## config.mk

```make
export PLATFORM = sky130hd
export DESIGN_NAME = udp_stream_tx
export DESIGN_NICKNAME = d
export VERILOG_FILES = /design/src/rtl/udp_tx_pkg.sv /design/src/rtl/udp_hdr_store.sv /design/src/rtl/udp_tx_ctrl.sv /design/src/rtl/udp_tx_dp.sv /design/src/rtl/udp_stream_tx.sv
export SDC_FILE = /design/constraint.sdc
export NUM_CORES = 1
export LEC_CHECK = 0
export BUFFER_PORTS_ARGS = -buffer_cell sky130_fd_sc_hd__buf_4
export CAP_MARGIN = 20
export CELL_PAD_IN_SITES_DETAIL_PLACEMENT = 1
export CELL_PAD_IN_SITES_GLOBAL_PLACEMENT = 2
export CORE_MARGIN = 4
export CORE_UTILIZATION = 41
export DETAILED_ROUTE_END_ITERATION = 10
export GPL_TIMING_DRIVEN = 0
export PLACE_DENSITY_LB_ADDON = 0.25
export RECOVER_POWER = 25
export SLEW_MARGIN = 5
export SYNTH_ARGS = -nofsm -noshare
export SYNTH_HDL_FRONTEND = slang
export SYNTH_HIERARCHICAL = 1
export SYNTH_SLANG_ARGS = --single-unit
```

## constraint.sdc

```tcl
create_clock -name clk -period 18.32 [get_ports clk]
set_input_delay 4.58 -clock clk [delete_from_list [all_inputs] [get_ports clk]]
set_output_delay 4.58 -clock clk [all_outputs]
set_load 0.1 [all_outputs]
```

## src/rtl/udp_tx_pkg.sv

```systemverilog
package udp_tx_pkg;
  localparam int HDR_BYTES = 42;
  localparam int HDR_BITS  = HDR_BYTES * 8;
  localparam int MIN_BODY  = 60;
  localparam int PAD_THR   = MIN_BODY - HDR_BYTES;
  localparam int PRE_BYTES = 8;

  typedef enum logic [2:0] {
    SRC_PRE, SRC_SFD, SRC_HDR, SRC_PAY, SRC_ZERO, SRC_FCS
  } srcSel_e;

  typedef enum logic [2:0] {
    ST_IDLE, ST_PRE, ST_HDR, ST_PAY, ST_PAD, ST_FCS, ST_GAP
  } txState_e;

  typedef struct packed {
    srcSel_e    src;
    logic       nibHi;
    logic       crcInit;
    logic       crcEn;
    logic       txOn;
    logic       payTake;
    logic [1:0] fcsIdx;
  } dpCtl_t;

  typedef struct packed {
    logic [47:0] dstMac;
    logic [47:0] srcMac;
    logic [31:0] srcIp;
    logic [31:0] dstIp;
    logic [15:0] srcPort;
    logic [15:0] dstPort;
  } addrCfg_t;
endpackage

```

## src/rtl/udp_hdr_store.sv

```systemverilog
module udp_hdr_store
  import udp_tx_pkg::*;
#(
  parameter int LEN_W = 11
) (
  input  logic             clk,
  input  logic             rst,
  input  logic             allowUpd,
  input  addrCfg_t         cfgIn,
  input  logic [LEN_W-1:0] cfgLen,
  input  logic [5:0]       hdrIdx,
  output logic [7:0]       hdrByte,
  output logic             hdrReady,
  output logic [LEN_W-1:0] snapLen
);
  addrCfg_t    snap;
  logic        busy;
  logic [15:0] ipChk;
  logic [15:0] ipTot, udpLen;
  logic        cfgDiff;
  logic [HDR_BITS-1:0] hdrVec, hdrSh;

  assign ipTot   = 16'(snapLen) + 16'd28;
  assign udpLen  = 16'(snapLen) + 16'd8;
  assign cfgDiff = (cfgIn != snap) || (cfgLen != snapLen);
  assign hdrReady = !busy && !cfgDiff;

  function automatic logic [15:0] calcChk(addrCfg_t c, logic [15:0] tot);
    logic [31:0] s;
    s = 32'h4500 + 32'(tot) + 32'h4000 + 32'h4011
      + 32'(c.srcIp[31:16]) + 32'(c.srcIp[15:0])
      + 32'(c.dstIp[31:16]) + 32'(c.dstIp[15:0]);
    s = 32'(s[15:0]) + 32'(s[31:16]);
    s = 32'(s[15:0]) + 32'(s[31:16]);
    return ~s[15:0];
  endfunction

  // configuration copy is refreshed only between frames
  always_ff @(posedge clk) begin
    if (rst) begin
      snap    <= '0;
      snapLen <= '0;
      busy    <= 1'b1;
      ipChk   <= '0;
    end else begin
      ipChk <= calcChk(snap, ipTot);
      if (allowUpd && cfgDiff) begin
        snap    <= cfgIn;
        snapLen <= cfgLen;
        busy    <= 1'b1;
      end else begin
        busy <= 1'b0;
      end
    end
  end

  assign hdrVec = {snap.dstMac, snap.srcMac, 16'h0800, 8'h45, 8'h00, ipTot,
                   16'h0000, 16'h4000, 8'h40, 8'h11, ipChk,
                   snap.srcIp, snap.dstIp, snap.srcPort, snap.dstPort,
                   udpLen, 16'h0000};
  assign hdrSh   = hdrVec << (int'(hdrIdx) * 8);
  assign hdrByte = hdrSh[HDR_BITS-1 -: 8];
endmodule

```

## src/rtl/udp_tx_ctrl.sv

```systemverilog
module udp_tx_ctrl
  import udp_tx_pkg::*;
#(
  parameter int LEN_W   = 11,
  parameter int IFG_NIB = 24
) (
  input  logic             clk,
  input  logic             rst,
  input  logic             inValid,
  input  logic             hdrReady,
  input  logic [LEN_W-1:0] payLen,
  output dpCtl_t           ctl,
  output logic [5:0]       hdrIdx,
  output logic             allowUpd,
  output logic             inReady
);
  localparam int CW = LEN_W + 1;

  txState_e      state, nextSt;
  logic [CW-1:0] cnt, padLen, lastCnt;
  logic          phase, lastByte;

  assign padLen = (CW'(payLen) < CW'(PAD_THR)) ? CW'(PAD_THR) - CW'(payLen) : '0;

  always_comb begin
    nextSt  = ST_GAP;
    lastCnt = CW'(3);
    unique case (state)
      ST_PRE: begin nextSt = ST_HDR; lastCnt = CW'(PRE_BYTES - 1); end
      ST_HDR: begin nextSt = ST_PAY; lastCnt = CW'(HDR_BYTES - 1); end
      ST_PAY: begin
        nextSt  = (padLen != '0) ? ST_PAD : ST_FCS;
        lastCnt = CW'(payLen) - CW'(1);
      end
      ST_PAD: begin nextSt = ST_FCS; lastCnt = padLen - CW'(1); end
      default: begin nextSt = ST_GAP; lastCnt = CW'(3); end
    endcase
  end
  assign lastByte = (cnt == lastCnt);

  always_ff @(posedge clk) begin
    if (rst) begin
      state <= ST_IDLE;
      cnt   <= '0;
      phase <= 1'b0;
    end else begin
      unique case (state)
        ST_IDLE: if (inValid && hdrReady && payLen != '0) begin
          state <= ST_PRE;
          cnt   <= '0;
          phase <= 1'b0;
        end
        ST_GAP: if (cnt == CW'(IFG_NIB - 2)) begin
          state <= ST_IDLE;
          cnt   <= '0;
        end else begin
          cnt <= cnt + CW'(1);
        end
        default: begin
          phase <= ~phase;
          if (phase) begin
            if (lastByte) begin
              state <= nextSt;
              cnt   <= '0;
            end else begin
              cnt <= cnt + CW'(1);
            end
          end
        end
      endcase
    end
  end

  always_comb begin
    unique case (state)
      ST_PRE:  ctl.src = (cnt == CW'(PRE_BYTES - 1)) ? SRC_SFD : SRC_PRE;
      ST_HDR:  ctl.src = SRC_HDR;
      ST_PAY:  ctl.src = SRC_PAY;
      ST_FCS:  ctl.src = SRC_FCS;
      default: ctl.src = SRC_ZERO;
    endcase
    ctl.nibHi   = phase;
    ctl.crcInit = (state == ST_PRE);
    ctl.crcEn   = (state == ST_HDR || state == ST_PAY || state == ST_PAD) && !phase;
    ctl.txOn    = (state != ST_IDLE) && (state != ST_GAP);
    ctl.payTake = (state == ST_PAY) && !phase;
    ctl.fcsIdx  = cnt[1:0];
  end

  assign hdrIdx   = cnt[5:0];
  assign allowUpd = (state == ST_IDLE);
  assign inReady  = ctl.payTake;
endmodule

```

## src/rtl/udp_tx_dp.sv

```systemverilog
module udp_tx_dp
  import udp_tx_pkg::*;
(
  input  logic       clk,
  input  logic       rst,
  input  dpCtl_t     ctl,
  input  logic       inValid,
  input  logic [7:0] inData,
  input  logic [7:0] hdrByte,
  output logic [3:0] txd,
  output logic       txEn
);
  logic [31:0] crcReg, crcAll;
  logic [7:0]  payHeld, liveByte, curByte;

  function automatic logic [31:0] crcStep(logic [31:0] c, logic [7:0] d);
    logic fb;
    for (int i = 0; i < 8; i++) begin
      fb = c[0] ^ d[i];
      c  = c >> 1;
      if (fb) c = c ^ 32'hEDB88320;
    end
    return c;
  endfunction

  assign liveByte = inValid ? inData : 8'h00;
  assign crcAll   = ~crcReg;

  always_comb begin
    unique case (ctl.src)
      SRC_PRE: curByte = 8'h55;
      SRC_SFD: curByte = 8'hD5;
      SRC_HDR: curByte = hdrByte;
      SRC_PAY: curByte = ctl.nibHi ? payHeld : liveByte;
      SRC_FCS: curByte = crcAll[8*ctl.fcsIdx +: 8];
      default: curByte = 8'h00;
    endcase
  end

  always_ff @(posedge clk) begin
    if (rst) begin
      txEn    <= 1'b0;
      txd     <= 4'h0;
      crcReg  <= '1;
      payHeld <= 8'h00;
    end else begin
      txEn <= ctl.txOn;
      txd  <= ctl.nibHi ? curByte[7:4] : curByte[3:0];
      if (ctl.payTake) payHeld <= liveByte;
      if (ctl.crcInit)    crcReg <= '1;
      else if (ctl.crcEn) crcReg <= crcStep(crcReg, curByte);
    end
  end
endmodule

```

## src/rtl/udp_stream_tx.sv

```systemverilog
module udp_stream_tx
  import udp_tx_pkg::*;
#(
  parameter int LEN_W   = 11,
  parameter int IFG_NIB = 24
) (
  input  logic             clk,
  input  logic             rst,
  input  logic             inValid,
  input  logic [7:0]       inData,
  output logic             inReady,
  input  logic [47:0]      cfgDstMac,
  input  logic [47:0]      cfgSrcMac,
  input  logic [31:0]      cfgSrcIp,
  input  logic [31:0]      cfgDstIp,
  input  logic [15:0]      cfgSrcPort,
  input  logic [15:0]      cfgDstPort,
  input  logic [LEN_W-1:0] cfgPayLen,
  output logic [3:0]       txd,
  output logic             txEn
);
  dpCtl_t           ctl;
  addrCfg_t         cfgIn;
  logic [5:0]       hdrIdx;
  logic [7:0]       hdrByte;
  logic             hdrReady, allowUpd;
  logic [LEN_W-1:0] snapLen;

  assign cfgIn = '{dstMac: cfgDstMac, srcMac: cfgSrcMac, srcIp: cfgSrcIp,
                   dstIp: cfgDstIp, srcPort: cfgSrcPort, dstPort: cfgDstPort};

  udp_hdr_store #(.LEN_W(LEN_W)) uHdr (
    .clk(clk), .rst(rst), .allowUpd(allowUpd), .cfgIn(cfgIn), .cfgLen(cfgPayLen),
    .hdrIdx(hdrIdx), .hdrByte(hdrByte), .hdrReady(hdrReady), .snapLen(snapLen)
  );

  udp_tx_ctrl #(.LEN_W(LEN_W), .IFG_NIB(IFG_NIB)) uCtrl (
    .clk(clk), .rst(rst), .inValid(inValid), .hdrReady(hdrReady), .payLen(snapLen),
    .ctl(ctl), .hdrIdx(hdrIdx), .allowUpd(allowUpd), .inReady(inReady)
  );

  udp_tx_dp uDp (
    .clk(clk), .rst(rst), .ctl(ctl), .inValid(inValid), .inData(inData),
    .hdrByte(hdrByte), .txd(txd), .txEn(txEn)
  );
endmodule

```

==> results of run 1 <==
Yosys cell counts (6+ instances only):
library cell,n
nor2_1,301
dfxtp_1,281
mux2i_1,242
xnor2_1,165
inv_1,129
xor2_1,106
nand2_1,83
clkbuf_1,74
a21oi_1,63
o21ai_0,59
nand4_1,52
ha_1,49
fa_1,45
mux4_2,43
nand3_1,38
buf_2,37
nor3_1,35
nor4_1,30
o22ai_1,24
o211ai_1,22
nand2b_1,16
a211oi_1,15
buf_4,15
nor2b_1,15
nor3_2,14
xnor3_1,14
nand3b_1,11
a311oi_1,10
and2_1,9
nor3b_1,9
or3_1,9
buf_6,8
a21o_1,7
a22o_1,7
a22oi_1,7
a31oi_1,7
mux2_2,7
a211o_1,6
buf_1,6
or2_2,6
flip-flops by register name (all words and copies together) (netlist names), named ones only:
name          cells
uDp/txd           4
uHdr/hdrVec     192
uCtrl/phase       1
uHdr/busy         1
uDp/txEn          1
uDp/crcReg       32
uHdr/snapLen     11
uCtrl/cnt        12
uDp/payHeld       8
uHdr/ipChk       16
uCtrl/state       2
through the flow:
step	instances	hold WS [ns]	instance area (um^2)	power (mW)	util [%]
3_3_place_gp	3117	0.464	23000	3.14	46.8
5_1_grt	3181	0.503	24100	4.18	49.0
3_5_place_dp	3118	0.464	23100	3.20	46.8
4_1_cts	3179	0.475	24200	3.94	49.2
6_report	3185	0.474	24200	3.95	49.0
2_1_floorplan	2234	0.450	20600	2.51	-
logic make-up (layout without fill, tap and decap cells):
group           after synthesis  in the layout
compound gates              322            322
xor+xnor                    295            295
fa+ha+maj                    94             94
buf+inv                     273            556
flops                       281            281
mux                         293            293
other cells                   0              4
simple gates                676            676
layer usage:
metal | global-route usage (%) | part of all wire, % | wire, um
met1 | 40.2 | 41 | 36000
met5 | 0 | 0.046 | 41
met2 | 53.6 | 47 | 42100
met4 | 13.3 | 4.7 | 4160
met3 | 7.18 | 7.3 | 6490
final timing paths:
kind	end	cells after the start
max	uHdr/ipChk[15]$_SDFF_PP0_	34
min reg2reg	uDp/payHeld[2]$_SDFFE_PP0P_	2
max reg2reg	uHdr/ipChk[15]$_SDFF_PP0_	34
min	uDp/payHeld[2]$_SDFFE_PP0P_	2
layout make-up:
class,instances,area share [%]
Multi-Input combinational cell,1680,56.5
Sequential cell,281,23.3
Timing Repair Buffer,222,6.87
Clock buffer,54,4.64
Tap cell,664,3.44
Buffer,141,2.90
Inverter,132,2.05
Clock inverter,7,0.275
Antenna cell,4,0.0414
power by group:
| group | internal, mW | total, mW | switching [mW] |
|---|---|---|---|
| logic | 0.972 | 2.41 | 1.44 |
| clock network | 0.434 | 0.722 | 0.288 |
| registers | 0.704 | 0.813 | 0.109 |
worst max-delay path: cells and delay by family (launching register included):
kind | cells | cell delay (ns)
AO/OA/AOI/OAI | 8 | 2.28
XOR/XNOR | 1 | 0.22
adder cells (fa/ha/maj) | 8 | 2.98
buffers and inverters | 6 | 0.56
flip-flops | 1 | 0.56
multiplexers | 1 | 0.35
AND/OR/NAND/NOR | 10 | 2.71
==> impl_metrics.json, run 1 <==
{
  "rows": 81,
  "ys_types": 129,
  "vias": 18658,
  "grtUsageTotal_pct": 32.1,
  "ys_ff_latch": 281,
  "io_buffers": 219,
  "multi_input_area_um2": 13600,
  "post_cts_resized": 0,
  "core_area_um2": 49300,
  "io_pins": 220,
  "cts.path.max_buffers": 3,
  "grt_max_degree": 13,
  "clockRootBuffer": "clkbuf_16",
  "cts_max_level": 2,
  "fin_ws_ns": 8.56,
  "dp_slack_ns": 8.74,
  "min_from": "uDp/payHeld[2]$_SDFFE_PP0P_",
  "fin_skew_ns": 0.0180,
  "grt-ovfl-total": 0,
  "synth_top_area_share_pct": 27.4,
  "status": "completed",
  "layout_min_cycle_time_ns": 9.76,
  "n_fill_cell": 5775,
  "die_w_um": 232,
  "synth-seq-area-share_pct": 27.4,
  "crit_path_end_kind": "register",
  "post-route-period-util_pct": 53.3,
  "relSlewSlack_pct": 6.42,
  "cts_hold_buffers": 0,
  "synth_edf_count": 0,
  "crit_arrival_ns": 10.20,
  "reg2reg_slack_ns": 8.56,
  "first_global_vias": 19309,
  "drive_gt1_share_pct": 17.8,
  "max_slew.worst_pin.slew_ns": 1.40,
  "route.detailed.vias_per_inst": 5.86,
  "cts_tree": "done",
  "synth_area_leaders": "dfxtp_1 27%, mux2i_1 12%, xnor2_1 7.0%, nor2_1 5.5%, mux4_2 4.7%",
  "p_leak_nw": 9.39,
  "vdd_ir_drop_max_v": 0.000169,
  "synth_xor_area_share_pct": 14.2,
  "crit_required_ns": 18.75,
  "cp-start-kind": "register",
  "area_delta_synth_final_pct": 17.4,
  "yosysWarnings": 6,
  "cts_inserted_buffers": 35,
  "critical-path-max-stage-delay_ns": 0.66,
  "clock.fmax_mhz": 102,
  "r2r-start": "uHdr/snapLen[3]$_SDFFE_PP0P_",
  "mostFrequentLayoutCells": "303 x nor2_1, 281 x dfxtp_1, 242 x mux2i_1",
  "cts_sinks": 281,
  "start_util_pct": 41.8,
  "wl_mm": 88.8,
  "post-route-drc-count": 0,
  "maxCapViolations": 0,
  "fin_nets": 2801,
  "hpwl_mm": 72.4,
  "grt_pass1_wl_mm": 127,
  "dr.pass1.iters": 5,
  "netlist_area_um2": 20600,
  "synthCells": 2234,
  "synth.net_count": 2542,
  "antenna_found_initial": 6,
  "power.density_nw_per_um2": 163,
  "clk_latency_ns": 0.55,
  "yosys.area.top_type": "dfxtp_1",
  "tns_ns": 0,
  "crit_start": "uHdr/snapLen[3]$_SDFFE_PP0P_",
  "grt_setup_unrepaired": "false",
  "setup_viol_count_final": 0,
  "synth.area.mux_share_pct": 16.9,
  "cp_common_cell": "inv_1",
  "ys.flop_type": "dfxtp_1",
  "regArea_um2": 5630,
  "die_area_um2": 53800,
  "worstHoldPathType": "reg2reg",
  "final_common_cell": "nor2_1",
  "worstSetupPathType": "reg2reg",
  "cp_slowest_cell": "a21boi_0",
  "synth-compound-area-share_pct": 11.6,
  "postSynthAreaPerCell_um2": 9.21,
  "clk_pin_slew_ns": 0.06,
  "synth_top_family_by_area": "multiplexers",
  "synth_async_sr_flop_share_pct": 0,
  "place.gp.congestion": 0.967,
  "dieHeight_um": 232,
  "drt_iter0_drc": 1616,
  "critPathMaxFanout": 8,
  "hold_viol": 0,
  "wl_per_cell_um": 27.9,
  "synth-simple-area-share_pct": 16.8,
  "drv_slew": 0,
  "drtAntennaViolNets": 0,
  "synthAdderAreaFrac_pct": 7.36,
  "post_cts_buffers": 0
}
Power figures use the tool's default switching activity.
==> run 2, diff against run 1 <==
--- a/config.mk
+++ b/config.mk
@@ -5,12 +5,13 @@
 export SDC_FILE = /design/constraint.sdc
 export NUM_CORES = 1
 export LEC_CHECK = 0
+export ABC_AREA = 1
 export BUFFER_PORTS_ARGS = -buffer_cell sky130_fd_sc_hd__buf_4
 export CAP_MARGIN = 20
 export CELL_PAD_IN_SITES_DETAIL_PLACEMENT = 1
 export CELL_PAD_IN_SITES_GLOBAL_PLACEMENT = 2
 export CORE_MARGIN = 4
-export CORE_UTILIZATION = 41
+export CORE_UTILIZATION = 30
 export DETAILED_ROUTE_END_ITERATION = 10
 export GPL_TIMING_DRIVEN = 0
 export PLACE_DENSITY_LB_ADDON = 0.25
==> constraint.sdc (replaced) <==
create_clock -name clk -period 8.5 [get_ports clk]
set_input_delay 2.125 -clock clk [delete_from_list [all_inputs] [get_ports clk]]
set_output_delay 2.125 -clock clk [all_outputs]
set_load 0.1 [all_outputs]
==> run 2 against run 1 <==
Effect of this change:
- critical endpoint unchanged
- setup slack worse by 8.0 ns
- combinational power rose to 2.6 times the previous value
- cell count up 48%
- non-clock buffer count up 39
- clock skew up 0.0069 ns
- hold slack better by 0.026 ns
- via count up 28%
==> impl_metrics.json, run 2 <==
{
  "antenna_found_initial": 13,
  "p_comb_share_pct": 63.5,
  "grt_use_met3_pct": 3.59,
  "intPower_mw": 4.59,
  "grtUsageTotal_pct": 25.0,
  "post-route-drc-count": 0,
  "grt-busiest-layer": "met2",
  "worstSetupPathType": "reg2reg",
  "ys_top_cells_by_count": "718 x nand2_1, 454 x inv_1, 364 x nor2_1",
  "max_slew.worst_pin.slew_ns": 1.22,
  "crit_arrival_ns": 8.41,
  "synth_area_leaders": "dfxtp_1 25%, nand2_1 12%, nand3_1 7.9%, inv_1 7.6%, a21oi_1 6.5%",
  "drtAntennaViolNets": 0,
  "clockRootBuffer": "clkbuf_16",
  "wl_mm": 103,
  "ys_types": 67,
  "start_util_pct": 30.2,
  "reg2reg_slack_ns": 0.57,
  "route.detailed.vias_per_inst": 5.05,
  "seqPwrFrac_pct": 19.6,
  "synth_edf_count": 0,
  "relSlewSlack_pct": 19.2,
  "crit_required_ns": 8.98,
  "drt_iter0_drc": 1516,
  "clock.fmax_mhz": 126,
  "synthCells": 3454,
  "final_cell_area_um2": 26600,
  "cts_sinks": 281,
  "core_area_um2": 74400,
  "p_leak_nw": 13.2,
  "postSynthAreaPerCell_um2": 6.51,
  "grt_max_degree": 12,
  "hpwl_mm": 82.4,
  "p_sw_mw": 5.26,
  "largest_reg_flops": 192,
  "critical-path-max-stage-delay_ns": 0.54,
  "io_buffers": 219,
  "cts_inserted_buffers": 40,
  "fin_skew_ns": 0.0249,
  "status": "completed",
  "crit_path_end_kind": "register",
  "dp_slack_ns": -0.347,
  "fin_hold_ws_ns": 0.500,
  "layout_min_cycle_time_ns": 7.93,
  "hold_viol": 0,
  "cp-start-kind": "register",
  "synth_most_common_cell": "nand2_1",
  "synth-seq-area-share_pct": 25.0,
  "area_delta_synth_final_pct": 18.2,
  "die_area_um2": 79400,
  "crit_start": "uHdr/snapLen[2]$_SDFFE_PP0P_",
  "drive_gt1_share_pct": 12.9,
  "clk_pin_slew_ns": 0.06,
  "rows": 100,
  "fin_ws_ns": 0.573,
  "synth.net_count": 3762,
  "p_clk_share_pct": 16.9,
  "worstHoldPathType": "reg2reg",
  "synth_async_sr_flop_share_pct": 0,
  "drv_slew": 0,
  "clk_latency_ns": 0.59,
  "critPathMaxFanout": 7,
  "min_from": "uDp/crcReg[15]$_SDFFE_PP1P_",
  "grt_pass1_wl_mm": 150,
  "fin_util_pct": 35.7,
  "cp_common_cell": "nand2_1",
  "maxCapViolations": 0,
  "dr.pass1.iters": 5,
  "vias": 23830,
  "yosys.area.top_type": "dfxtp_1",
  "fin_nets": 4030,
  "ys.flop_type": "dfxtp_1",
  "use_met1_pct": 32.3,
  "wl_per_cell_um": 21.7,
  "r2r-start": "uHdr/snapLen[2]$_SDFFE_PP0P_",
  "yosysWarnings": 6,
  "power.density_nw_per_um2": 370,
  "timing.rr.end": "uHdr/ipChk[15]$_SDFF_PP0_",
  "cp_slowest_cell": "fa_1",
  "mostFrequentLayoutCells": "717 x nand2_1, 454 x inv_1, 357 x nor2_1",
  "r2r_cells": 42,
  "tns_ns": 0,
  "post-route-period-util_pct": 93.3,
  "use_met2_pct": 43.5,
  "critPathCapture": "uHdr/ipChk[15]$_SDFF_PP0_",
  "cts_tree": "done",
  "grt-ovfl-total": 0,
  "die_w_um": 282,
  "netlist_area_um2": 22500,
  "setup_viol_count_final": 0,
  "dieHeight_um": 282,
  "place_area_um2": 25400,
  "first_global_vias": 23840,
  "synth_top_area_share_pct": 25.0,
  "vdd_ir_drop_max_v": 0.000231,
  "place.gp.congestion": 0.939,
  "ys_ff_latch": 281,
  "final_common_cell": "nand2_1",
  "io_pins": 220,
  "cts_hold_buffers": 0,
  "cts.path.max_buffers": 3,
  "cts_max_level": 2,
  "swShare_pct": 53.4
}
run 2: cell count changes after synthesis, moves of 34 or more:
cell     before  now
nor2_1      301  364
o21ai_0      59  100
a21oi_1      63  294
nand2_1      83  718
nand3_1      38  357
mux4_2       43    0
xor2_1      106  150
nand2_2       2   36
inv_1       129  454
xnor2_1     165   88
mux2i_1     242    0
run 2: timing repair:
item,4_1_cts,5_1_grt
resized for setup,6,16
setup endpoints to repair,5,9
pin swaps,0,1
buffers inserted,0,6
run 2: cells by family after synthesis:
logic type / count (synthesis) / share of synthesized area, %
AO/OA/AOI/OAI: 539 / 13.9
XOR/XNOR: 242 / 9.55
AND/OR/NAND/NOR: 1646 / 32.9
buffers and inverters: 652 / 12.0
adder cells (fa/ha/maj): 94 / 6.73
flip-flops: 281 / 25.0
run 2: layout make-up:
cell class	instances	area, um^2
sequential	281	5640
clock inverter	10	110
tap	969	1210
multi-input combinational	2521	14200
inverter	476	1790
timing repair buffer	226	1670
fill	9689	47800
antenna	5	12.5
clock buffer	59	1140
buffer	176	797
run 2: per-stage QoR:
stage | instances | power [mW]
3_5_place_dp | 4643 | 8.11
5_1_grt | 4719 | 10.8
3_3_place_gp | 4642 | 8.04
6_report | 4723 | 9.85
2_1_floorplan | 3454 | 6.14
4_1_cts | 4712 | 9.86
run 2: how the worst min path moves through the flow:
stage,end,cells after the start
final,uDp/crcReg[15]$_SDFFE_PP1P_,2
after global routing,uDp/crcReg[15]$_SDFFE_PP1P_,2
after CTS,uDp/crcReg[15]$_SDFFE_PP1P_,2
after detailed placement,uDp/crcReg[15]$_SDFFE_PP1P_,2
after global placement,uDp/crcReg[15]$_SDFFE_PP1P_,2
after floorplan,uDp/crcReg[25]$_SDFFE_PP1P_,2
run 2: power groups by stage:
stage                     clock [mW]  combinational [mW]  sequential, mW
after CTS                       1.72                6.22            1.93
final                           1.67                6.25            1.93
after global routing            1.75                7.07            1.95
after floorplan                    0                4.30            1.83
after detailed placement           0                6.16            1.96
after global placement             0                6.08            1.96
run 2: layer usage:
layer	part of all wire [%]	vias up
li1	-	11667
met3	4.3	137
met4	3.0	14
met5	0.075	-
met2	48	504
met1	44	11508
run 2: critical path: cells and delay by family (launching register included):
family          cells  cell delay [ns]
flops               1             0.44
simple gates       24             2.91
buf+inv             4             0.29
compound gates      5             0.94
fa+ha+maj           7             2.69
xor+xnor            2             0.53
==> run 3, diff against run 2 <==
--- a/config.mk
+++ b/config.mk
@@ -10,12 +10,14 @@
 export CAP_MARGIN = 20
 export CELL_PAD_IN_SITES_DETAIL_PLACEMENT = 1
 export CELL_PAD_IN_SITES_GLOBAL_PLACEMENT = 2
+export CORE_ASPECT_RATIO = 0.8
 export CORE_MARGIN = 4
 export CORE_UTILIZATION = 30
 export DETAILED_ROUTE_END_ITERATION = 10
 export GPL_TIMING_DRIVEN = 0
 export PLACE_DENSITY_LB_ADDON = 0.25
 export RECOVER_POWER = 25
+export SETUP_SLACK_MARGIN = 0.5
 export SLEW_MARGIN = 5
 export SYNTH_ARGS = -nofsm -noshare
 export SYNTH_HDL_FRONTEND = slang
==> run 3 against run 2 <==
Effect of this change:
- register-to-register slack better by 0.33 ns
- combinational power is 7.8% higher
- die area hardly changed
==> impl_metrics.json, run 3 (synthesized netlist as in run 2, its figures left out) <==
{
  "route.detailed.vias_per_inst": 5.03,
  "clk_latency_ns": 0.57,
  "final_cells": 4751,
  "grt-ovfl-total": 0,
  "antenna_found_initial": 4,
  "die_area_um2": 79500,
  "relSlewSlack_pct": 21.5,
  "grt_max_degree": 12,
  "clk_pin_slew_ns": 0.06,
  "tns_ns": 0,
  "grt_pass1_wl_mm": 153,
  "largest_reg_flops": 192,
  "vias": 23897,
  "wl_mm": 104,
  "use_met1_pct": 39.1,
  "first_global_vias": 23250,
  "max_slew.worst_pin.slew_ns": 1.18,
  "power.density_nw_per_um2": 385,
  "worstSetupPathType": "reg2reg",
  "hold_viol": 0,
  "cts_tree": "done",
  "hpwl_mm": 83.9,
  "vdd_ir_drop_max_v": 0.000320,
  "place_area_um2": 25400,
  "core_area_um2": 74100,
  "cts.path.max_buffers": 3,
  "final_common_cell": "nand2_1",
  "cp-start-kind": "register",
  "crit_path_end_kind": "register",
  "drive_gt1_share_pct": 13.4,
  "die_w_um": 314,
  "layout_min_cycle_time_ns": 7.59,
  "post-route-period-util_pct": 89.4,
  "fin_ws_ns": 0.905,
  "dp_slack_ns": -0.602,
  "cts_sinks": 281,
  "drt_iter0_drc": 1926,
  "dieHeight_um": 253,
  "critical-path-max-stage-delay_ns": 0.56,
  "crit_arrival_ns": 8.07,
  "maxCapViolations": 0,
  "fin_nets": 4032,
  "mostFrequentLayoutCells": "715 x nand2_1, 452 x inv_1, 359 x nor2_1",
  "worstHoldPathType": "reg2reg",
  "start_util_pct": 30.4,
  "cts_inserted_buffers": 38,
  "clock.fmax_mhz": 132,
  "status": "completed",
  "final_cell_area_um2": 26800,
  "grtUsageTotal_pct": 25.6,
  "wl_per_cell_um": 22.0,
  "setup_viol_count_final": 0,
  "post-route-drc-count": 0,
  "cts_hold_buffers": 0,
  "dr.pass1.iters": 6,
  "clockRootBuffer": "clkbuf_16",
  "p_leak_nw": 13.2,
  "grt_setup_unrepaired": "false",
  "grt-busiest-layer": "met1",
  "rows": 89,
  "io_buffers": 219,
  "dp_cells": 4674,
  "critPathMaxFanout": 6,
  "drtAntennaViolNets": 0,
  "place.gp.congestion": 0.925,
  "r2r_cells": 47,
  "io_pins": 220,
  "fin_skew_ns": 0.0218,
  "crit_required_ns": 8.97,
  "cp_slowest_cell": "fa_1",
  "cp_common_cell": "inv_1",
  "holdPathStages": 2,
  "area_delta_synth_final_pct": 19.0,
  "cts_max_level": 2,
  "use_met2_pct": 36.1,
  "drv_slew": 0,
  "grt_use_met3_pct": 6.06
}
==> run 3: per-stage QoR <==
step                power, mW  utilization (%)  hold WS (ns)
floorplan                6.14                -         0.461
global placement         8.06             34.3         0.482
detailed placement       8.12             34.3         0.485
CTS                      9.96             36.1         0.501
global route             11.2             36.1         0.539
finish                   10.3             36.1         0.503
==> run 3: area by class of cell <==
cell class                      instances  area (um^2)
Timing Repair Buffer                  230         1700
Fill cell                            9510        47300
Multi-Input combinational cell       2521        14400
Tap cell                             1001         1250
Clock buffer                           54         1100
Sequential cell                       281         5640
Buffer                                176          796
Antenna cell                            2         5.00
Inverter                              476         1790
Clock inverter                         10          124
==> run 3: worst max-delay path, delay by kind of cell, from the launching register on <==
| kind | cells | cell delay, ns |
|---|---|---|
| adder cells (fa/ha/maj) | 8 | 2.74 |
| XOR/XNOR | 1 | 0.16 |
| AO/OA/AOI/OAI | 2 | 0.23 |
| AND/OR/NAND/NOR | 28 | 3.40 |
| flip-flops | 1 | 0.34 |
| buffers and inverters | 8 | 0.62 |
==> run 3: path summary, 6_finish.rpt <==
check,end,start,slack (ns)
hold reg to reg,uDp/crcReg[15]$_SDFFE_PP1P_,uDp/crcReg[15]$_SDFFE_PP1P_,0.50
setup / recovery,uHdr/ipChk[15]$_SDFF_PP0_,uHdr/snapLen[3]$_SDFFE_PP0P_,0.91
setup reg to reg,uHdr/ipChk[15]$_SDFF_PP0_,uHdr/snapLen[3]$_SDFFE_PP0P_,0.91
hold / removal,uDp/crcReg[15]$_SDFFE_PP1P_,uDp/crcReg[15]$_SDFFE_PP1P_,0.50
==> run 3: what timing repair did <==
| action | 4_1_cts | 5_1_grt |
|---|---|---|
| setup buffers | 6 | 5 |
| pin swaps | 6 | 15 |
| gates resized for setup | 23 | 36 |
| setup endpoints to repair | 13 | 10 |
==> run 3: power by group <==
part | switching [mW] | total (mW) | internal (mW)
Combinational | 4.55 | 6.74 | 2.19
Sequential | 0.360 | 1.94 | 1.58
Clock | 0.670 | 1.63 | 0.963
==> run 3: metal layers <==
metal / vias up / part of all wire [%] / wire, um
met5: - / 0.024 / 25
met4: 4 / 2.3 / 2450
met3: 120 / 7.9 / 8240
met2: 683 / 39 / 41200
met1: 11428 / 50 / 52500
li1: 11662 / - / -
